==> src/rtl/precomp_pkg.sv <==
package precomp_pkg;

  localparam int SUB_STEPS   = 8;
  localparam int STEP_W      = $clog2(SUB_STEPS);
  localparam int NOMINAL_TAP = SUB_STEPS / 2;
  localparam int MAX_SHIFT   = NOMINAL_TAP - 1;
  localparam int WIN_LEN     = 5;
  localparam int POS_BEFORE2 = WIN_LEN - 1;
  localparam int POS_CENTRE  = WIN_LEN / 2;
  localparam int POS_AFTER2  = 0;

  typedef enum logic [1:0] {
    SHIFT_NONE  = 2'd0,
    SHIFT_EARLY = 2'd1,
    SHIFT_LATE  = 2'd2
  } shift_dir_e;

  // Strobes and settings handed from control to datapath each clock.
  typedef struct packed {
    logic              shiftIn;
    logic              gateOn;
    logic [STEP_W-1:0] amount;
    logic [STEP_W-1:0] step;
  } precomp_strobe_t;

  // Move a transition away from its closest neighbour (two cells away).
  function automatic shift_dir_e classifyWindow(input logic [WIN_LEN-1:0] win);
    if (!win[POS_CENTRE]) return SHIFT_NONE;
    if (win[POS_BEFORE2] && !win[POS_AFTER2]) return SHIFT_LATE;
    if (!win[POS_BEFORE2] && win[POS_AFTER2]) return SHIFT_EARLY;
    return SHIFT_NONE;
  endfunction

endpackage

==> src/rtl/precomp_ctrl.sv <==
module precomp_ctrl
  import precomp_pkg::*;
#(
  parameter int TRACK_W       = 8,
  parameter int DEFAULT_SHIFT = 2,
  parameter int DEFAULT_START = 0
) (
  input  logic                  clk,
  input  logic                  rstN,
  input  logic                  bitStrobe,
  input  logic [TRACK_W-1:0]    curTrack,
  input  logic                  cfgShiftWe,
  input  logic [STEP_W-1:0]     cfgShiftData,
  input  logic                  cfgTrackWe,
  input  logic [TRACK_W-1:0]    cfgTrackData,
  output precomp_strobe_t       strb
);

  localparam logic [STEP_W-1:0]  SHIFT_LIMIT = STEP_W'(MAX_SHIFT);
  localparam logic [STEP_W-1:0]  SHIFT_RESET = STEP_W'(DEFAULT_SHIFT);
  localparam logic [TRACK_W-1:0] START_RESET = TRACK_W'(DEFAULT_START);
  localparam logic [STEP_W-1:0]  LAST_STEP   = STEP_W'(SUB_STEPS - 1);

  logic [STEP_W-1:0]  shiftAmt;
  logic [TRACK_W-1:0] startTrack;
  logic [STEP_W-1:0]  stepCnt;
  logic [STEP_W-1:0]  shiftClamped;

  always_comb begin
    shiftClamped = (cfgShiftData > SHIFT_LIMIT) ? SHIFT_LIMIT : cfgShiftData;
  end

  always_ff @(posedge clk) begin
    if (!rstN) begin
      shiftAmt   <= SHIFT_RESET;
      startTrack <= START_RESET;
    end else begin
      if (cfgShiftWe) shiftAmt   <= shiftClamped;
      if (cfgTrackWe) startTrack <= cfgTrackData;
    end
  end

  // Sub-step position within the current cell; holds at the last step
  // if the next strobe is late.
  always_ff @(posedge clk) begin
    if (!rstN) begin
      stepCnt <= LAST_STEP;
    end else if (bitStrobe) begin
      stepCnt <= '0;
    end else if (stepCnt != LAST_STEP) begin
      stepCnt <= stepCnt + 1'b1;
    end
  end

  always_comb begin
    strb.shiftIn = bitStrobe;
    strb.gateOn  = (curTrack >= startTrack);
    strb.amount  = shiftAmt;
    strb.step    = stepCnt;
  end

  AST_AMT_LIMIT: assert property (@(posedge clk) disable iff (!rstN)
    shiftAmt <= SHIFT_LIMIT);

  AST_STEP_RESTART: assert property (@(posedge clk) disable iff (!rstN)
    bitStrobe |=> (stepCnt == '0));

  AST_START_LOAD: assert property (@(posedge clk) disable iff (!rstN)
    cfgTrackWe |=> (startTrack == $past(cfgTrackData)));

endmodule

==> src/rtl/precomp_datapath.sv <==
module precomp_datapath
  import precomp_pkg::*;
(
  input  logic            clk,
  input  logic            rstN,
  input  precomp_strobe_t strb,
  input  logic            bitIn,
  output logic            wrPulse
);

  localparam logic [STEP_W-1:0] NOM     = STEP_W'(NOMINAL_TAP);
  localparam logic [STEP_W-1:0] TAP_MIN = STEP_W'(NOMINAL_TAP - MAX_SHIFT);
  localparam logic [STEP_W-1:0] TAP_MAX = STEP_W'(NOMINAL_TAP + MAX_SHIFT);

  logic [WIN_LEN-1:0] window;
  logic [WIN_LEN-1:0] nextWindow;
  shift_dir_e         dir;
  logic [STEP_W-1:0]  tapCalc;
  logic               pendValid;
  logic [STEP_W-1:0]  pendTap;
  logic               fire;

  always_comb begin
    nextWindow = {window[WIN_LEN-2:0], bitIn};
    dir        = classifyWindow(nextWindow);
    tapCalc    = NOM;
    if (strb.gateOn) begin
      case (dir)
        SHIFT_EARLY: tapCalc = NOM - strb.amount;
        SHIFT_LATE:  tapCalc = NOM + strb.amount;
        default:     tapCalc = NOM;
      endcase
    end
  end

  always_ff @(posedge clk) begin
    if (!rstN) begin
      window <= '0;
    end else if (strb.shiftIn) begin
      window <= nextWindow;
    end
  end

  always_comb begin
    fire = pendValid && (strb.step == pendTap);
  end

  always_ff @(posedge clk) begin
    if (!rstN) begin
      pendValid <= 1'b0;
      pendTap   <= NOM;
    end else if (strb.shiftIn) begin
      pendValid <= nextWindow[POS_CENTRE];
      pendTap   <= tapCalc;
    end else if (fire) begin
      pendValid <= 1'b0;
    end
  end

  assign wrPulse = fire;

  AST_SINGLE_CYCLE: assert property (@(posedge clk) disable iff (!rstN)
    wrPulse |=> !wrPulse);

  AST_TAP_RANGE: assert property (@(posedge clk) disable iff (!rstN)
    wrPulse |-> (strb.step >= TAP_MIN && strb.step <= TAP_MAX));

  AST_GATE_NOMINAL: assert property (@(posedge clk) disable iff (!rstN)
    (strb.shiftIn && !strb.gateOn) |=> (pendTap == NOM));

  AST_ZERO_NOMINAL: assert property (@(posedge clk) disable iff (!rstN)
    (strb.shiftIn && strb.amount == '0) |=> (pendTap == NOM));

endmodule

==> src/rtl/wprecomp_shifter.sv <==
module wprecomp_shifter
  import precomp_pkg::*;
#(
  parameter int TRACK_W       = 8,
  parameter int DEFAULT_SHIFT = 2,
  parameter int DEFAULT_START = 0
) (
  input  logic               clk,
  input  logic               rstN,
  input  logic               bitStrobe,
  input  logic               bitIn,
  input  logic [TRACK_W-1:0] curTrack,
  input  logic               cfgShiftWe,
  input  logic [STEP_W-1:0]  cfgShiftData,
  input  logic               cfgTrackWe,
  input  logic [TRACK_W-1:0] cfgTrackData,
  output logic               wrPulse
);

  precomp_strobe_t strb;

  precomp_ctrl #(
    .TRACK_W      (TRACK_W),
    .DEFAULT_SHIFT(DEFAULT_SHIFT),
    .DEFAULT_START(DEFAULT_START)
  ) i_ctrl (
    .clk         (clk),
    .rstN        (rstN),
    .bitStrobe   (bitStrobe),
    .curTrack    (curTrack),
    .cfgShiftWe  (cfgShiftWe),
    .cfgShiftData(cfgShiftData),
    .cfgTrackWe  (cfgTrackWe),
    .cfgTrackData(cfgTrackData),
    .strb        (strb)
  );

  precomp_datapath i_datapath (
    .clk    (clk),
    .rstN   (rstN),
    .strb   (strb),
    .bitIn  (bitIn),
    .wrPulse(wrPulse)
  );

  AST_RESET_QUIET: assert property (@(posedge clk)
    !rstN |=> !wrPulse);

endmodule

==> config.mk <==
export PLATFORM = sky130hd
export DESIGN_NAME = wprecomp_shifter
export DESIGN_NICKNAME = d
export VERILOG_FILES = /design/src/rtl/precomp_pkg.sv /design/src/rtl/precomp_ctrl.sv /design/src/rtl/precomp_datapath.sv /design/src/rtl/wprecomp_shifter.sv
export SDC_FILE = /design/constraint.sdc
export NUM_CORES = 1
export LEC_CHECK = 0
export ABC_CLOCK_PERIOD_IN_PS = 3900
export BUFFER_PORTS_ARGS = -buffer_cell sky130_fd_sc_hd__buf_2
export CORE_UTILIZATION = 43
export DETAILED_ROUTE_END_ITERATION = 10
export GPL_TIMING_DRIVEN = 0
export PLACE_DENSITY = 0.66
export SYNTH_ARGS = -nofsm -noshare
export SYNTH_HDL_FRONTEND = slang
export SYNTH_SLANG_ARGS = --single-unit
==> constraint.sdc <==
create_clock -name clk -period 3.9 [get_ports clk]
set_clock_uncertainty 0.15 [all_clocks]
set_input_delay 0.195 -clock clk [delete_from_list [all_inputs] [get_ports clk]]
set_output_delay 0.195 -clock clk [all_outputs]
set_load 0.02 [all_outputs]
==> results of run 1 <==
## worst max-delay path, delay by kind of cell (launching register included)
kind	cells	cell delay [ns]
adders and majority gates	1	0.31
and+or+nand+nor	3	0.54
AOI/OAI and AO/OA	2	0.39
DFF	1	0.40
## flip-flops by register name (all words and copies together), names as in the netlist
name	count
i_ctrl.startTrack	8
i_datapath.window	4
i_ctrl.shiftAmt	3
i_ctrl.stepCnt	3
i_datapath.pendTap	3
i_datapath.pendValid	1
## logic make-up after synthesis
logic type | share of synthesized area, %
and+or+nand+nor | 17.2
DFF | 37.6
AOI/OAI and AO/OA | 11.1
buffers and inverters | 6.09
muxes | 11.1
adders and majority gates | 13.9
xor gates and xnor gates | 2.99
## cells in the mapped netlist (all sizes together) (2+ instances only)
| master | number | area share [%] |
|---|---|---|
| a21boi | 2 | 1.3 |
| a21oi | 4 | 1.7 |
| a22oi | 2 | 1.7 |
| buf | 3 | 1.3 |
| dfxtp | 22 | 38 |
| ha | 13 | 14 |
| inv | 14 | 4.5 |
| mux2i | 13 | 11 |
| nand2 | 9 | 2.9 |
| nand3b | 3 | 1.9 |
| nor2 | 7 | 2.2 |
| nor2b | 11 | 5.9 |
| o21ai | 9 | 3.8 |
| o31ai | 2 | 1.3 |
| xnor2 | 3 | 2.2 |
## report_power, final
group,switching (mW),internal [mW]
logic,0.0350,0.0398
clock network,0.0641,0.0568
registers,0.00814,0.236
total,0.107,0.333
## final timing paths
path         slack [ns]                  from  cells after the start               endpoint
max                2.02  i_datapath.window[1]                      6  i_datapath.pendTap[2]
min               0.002       cfgTrackData[1]                      3   i_ctrl.startTrack[1]
max reg2reg        2.02  i_datapath.window[1]                      6  i_datapath.pendTap[2]
min reg2reg        0.31    i_ctrl.shiftAmt[2]                      2     i_ctrl.shiftAmt[2]
## metal layers
layer	vias up	share of wire (%)
met5	-	0
met3	2	3.1
met2	12	49
met1	407	47
li1	493	-
met4	0	0.80
## metrics by stage
step / total power [mW] / cells / cell area, um2
6_report: 0.440 / 188 / 1390
5_1_grt: 0.469 / 188 / 1390
4_1_cts: 0.446 / 188 / 1390
3_5_place_dp: 0.324 / 182 / 1330
3_3_place_gp: 0.319 / 182 / 1330
2_1_floorplan: 0.298 / 128 / 1170
## final cells by class
type | instances | area [um2]
Clock buffer | 4 | 36.3
Sequential cell | 22 | 440
Timing Repair Buffer | 26 | 140
Tap cell | 30 | 37.5
Fill cell | 264 | 1140
Multi-Input combinational cell | 88 | 659
Buffer | 4 | 18.8
Inverter | 14 | 52.6
==> flow_summary.ini, run 1 <==
[clock_tree]
path_clk_slew_ns = 0.12
cts_num_sinks = 22
cts_tree = done
insertion_delay_ns = 0.29
cts_inserted_buffers = 3
cts_buffer_depth = 2
root_buffer = clkbuf_4
postCtsHoldBufs = 2
post_cts_buffers = 0
cts_resized = 0
cts_max_level = 1

[global_routing]
use_met2_pct = 27.4
top_usage_layer = met2
overflow = 0
grtUsageTotal_pct = 15.8
met3_usage_pct = 2.54
grt_pass1_vias = 849
grt_antenna_before_repair = 0
met1_usage_pct = 20.0
grt_max_degree = 13
grt_pass1_wl_um = 3390

[timing]
setup_viol = 0
timing.final.ws_setup_ns = 2.02
fin_crit_sh_pct = 48.3
final_max_slew_viol_count = 0
fin_hold_ws_ns = 0.00201
fin_setup_tns_ns = 0
rsz0062_at_grt = false
hold_viol = 0
tightest_slew_ns = 0.358
fmax_mhz = 531
max-slew-margin-rel_pct = 76.2
min_period_ns = 1.88

[floorplanning]
start_util_pct = 46.4
core_area_um2 = 2520
dieArea_um2 = 2940
rows = 18
dieHeight_um = 54.2
fp.dieW_um = 54.2
ios = 26

[route]
drt-total-wl_um = 1990
antenna_left = 0
dr.pass1.iters = 3
vias = 914
wl_per_cell_um = 10.6
drcViolationCount = 0
first_iter_violations = 3
viasPerCell = 4.86

[setup_path]
end_kind = register
start_kind = register
path_class = register to register
critPathMaxStageDelay_ns = 0.40
cp_slowest_cell = dfxtp_1
path_cells = nand2_1 > or2_2 > ha_1 > nor3_2 > a22oi_2 > o31a_1
arrival_ns = 1.93
cp.required_ns = 3.95
worst-path-max-fanout = 4

[cells_and_area]
nNetsFinal = 197
most-common-layout-cells = buf_2 (27), dfxtp_1 (22), inv_1 (14)
final_core_util_pct = 54.9
final_common_cell = buf_2
layout-drive-gt1-share_pct = 21.5
n_antenna_cell = 0
synthToLayoutAreaGrowth_pct = 18.3

[placed_design]
portBuffers = 24
pre_cts_ws_ns = 2.03
place_congestion = 0.817
dp_hpwl_um = 1640

[synth]
synthArstFlopShare_pct = 0
ys_seq_elements = 22
seq_area_frac_synth_pct = 37.6
ys_warn_count = 0
syn_area_um2 = 1170
synth-edff-count = 0
synthCells = 128
synth_cell_types = 28
syn_nets = 166
syn_avg_cell_area_um2 = 9.15
ys.flop_type = dfxtp_1

[outcome]
status = completed

[power_and_ir_drop]
peakVddDrop_v = 0.000173
power.density_nw_per_um2 = 318
leakagePower_nw = 0.628

[job]
maxCapViolations = 0

[hold_path]
min_path_type = primary input to register
Note: power is estimated with default switching activity, not from simulation.
==> run 2, diff against run 1 <==
ABC_CLOCK_PERIOD_IN_PS = 1900   (was 3900)
clock period = 1.9 ns   (was 3.9 ns; I/O delays follow)
==> flow_summary.ini, run 2 (same netlist as run 1, synthesis figures left out) <==
[timing]
timing.final.ws_setup_ns = 0.0595
rsz0062_at_grt = false
fin_setup_tns_ns = 0
max-slew-margin-rel_pct = 76.1
min_period_ns = 1.84
final_max_slew_viol_count = 0
fin_crit_sh_pct = 96.9
tightest_slew_ns = 0.358
setup_viol = 0
fmax_mhz = 543
hold_viol = 0

[route]
vias = 977
wl_per_cell_um = 10.5
viasPerCell = 4.86
first_iter_violations = 4
drcViolationCount = 0
dr.pass1.iters = 4
antenna_left = 0
drt-total-wl_um = 2110

[power_and_ir_drop]
leakagePower_nw = 0.686
peakVddDrop_v = 0.000362
power.density_nw_per_um2 = 609
power_mw = 0.924

[cells_and_area]
regMostFlops = i_ctrl.startTrack
final_cells = 201
synthToLayoutAreaGrowth_pct = 29.6
most-common-layout-cells = buf_2 (27), dfxtp_1 (20), dlygate4sd3_1 (15)
largestRegisters = i_ctrl.startTrack (8), i_datapath.window (4)
n_antenna_cell = 0
final_core_util_pct = 60.2
largest_reg_flops = 8
final_common_cell = buf_2
layout-drive-gt1-share_pct = 21.1
nNetsFinal = 210

[global_routing]
grtUsageTotal_pct = 16.2
grt_antenna_before_repair = 0
grt_pass1_vias = 882
grt_max_degree = 13
overflow = 0
grt_pass1_wl_um = 3480

[floorplanning]
rows = 18
ios = 26
fp.dieW_um = 54.2
start_util_pct = 46.4
dieHeight_um = 54.2
dieArea_um2 = 2940
core_area_um2 = 2520

[setup_path]
worstReg2RegEnd = i_datapath.pendTap[2]
worst-path-max-fanout = 4
cp.required_ns = 1.95
reg2reg_slack_ns = 0.06
path_class = register to register
r2r-start = i_datapath.window[1]
reg2reg_depth = 6
start_kind = register
arrival_ns = 1.89
end_kind = register

[clock_tree]
insertion_delay_ns = 0.29
root_buffer = clkbuf_4
path_clk_slew_ns = 0.12
cts_tree = done
cts_num_sinks = 22
cts_max_level = 1
cts_inserted_buffers = 3
post_cts_buffers = 0
cts_buffer_depth = 2

[hold_path]
worstHoldStart = bitStrobe
hold_end = i_datapath.window[0]
min_path_type = primary input to register
holdPathStages = 3

[job]
maxCapViolations = 0

[outcome]
status = completed

[placed_design]
pre_cts_ws_ns = 0.0278
place_congestion = 0.817
dp.cells = 182
dp_hpwl_um = 1640
portBuffers = 24
-- run 2: cell types whose count changed in the layout (fill, tap and decap cells not counted), sizes merged --
cell         previous run  this run
dlygate4sd3             2        15
-- run 2: what timing repair did --
action,CTS,global route
endpoints found under the hold margin,16,0
resized for setup,0,2
hold buffers,15,0
setup endpoints to repair,0,1
-- run 2: critical path, cell delays in order (launching register included) --
cell	delay [ns]
dfxtp_2	0.37
nand2_1	0.04
or2_2	0.28
ha_1	0.31
nor3_2	0.20
a22oi_2	0.09
o31a_1	0.29
-- run 2: worst max path at each step --
stage | from | end | cells after the start
finish | i_datapath.window[1] | i_datapath.pendTap[2] | 6
global route | i_datapath.window[1] | i_datapath.pendTap[2] | 6
CTS | i_datapath.window[1] | i_datapath.pendTap[2] | 6
detailed placement | i_datapath.window[1] | i_datapath.pendTap[2] | 6
global placement | i_datapath.window[1] | i_datapath.pendTap[2] | 6
floorplan | i_datapath.window[1] | i_datapath.pendTap[2] | 6
-- run 2: final cells by class --
class	count	area (um2)
Inverter	14	52.6
Sequential cell	22	443
Tap cell	30	37.5
Clock buffer	4	36.3
Multi-Input combinational cell	88	659
Fill cell	249	1000
Buffer	4	18.8
Timing Repair Buffer	39	270
-- run 2: report_power, final --
| group | total (mW) | switching [mW] | internal [mW] | leakage [nW] |
|---|---|---|---|---|
| Sequential | 0.502 | 0.0168 | 0.485 | 0.182 |
| Combinational | 0.174 | 0.0751 | 0.0992 | 0.483 |
| Clock | 0.249 | 0.132 | 0.117 | 0.0210 |
-- run 2: metrics by stage --
stage | area, um2 | hold slack (ns)
global placement | 1330 | 0.155
CTS | 1520 | 0.00228
floorplan | 1170 | 0.0166
finish | 1520 | 0.00104
detailed placement | 1330 | 0.165
global route | 1520 | 0.0115
-- run 2: per-layer routing --
| layer | vias up | global-route usage (%) | wire, um |
|---|---|---|---|
| met5 | - | 0 | 0 |
| met4 | 0 | 3.85 | 16 |
| met3 | 2 | 2.54 | 57 |
| met2 | 12 | 28.5 | 1060 |
| met1 | 446 | 20.4 | 981 |
| li1 | 517 | - | - |
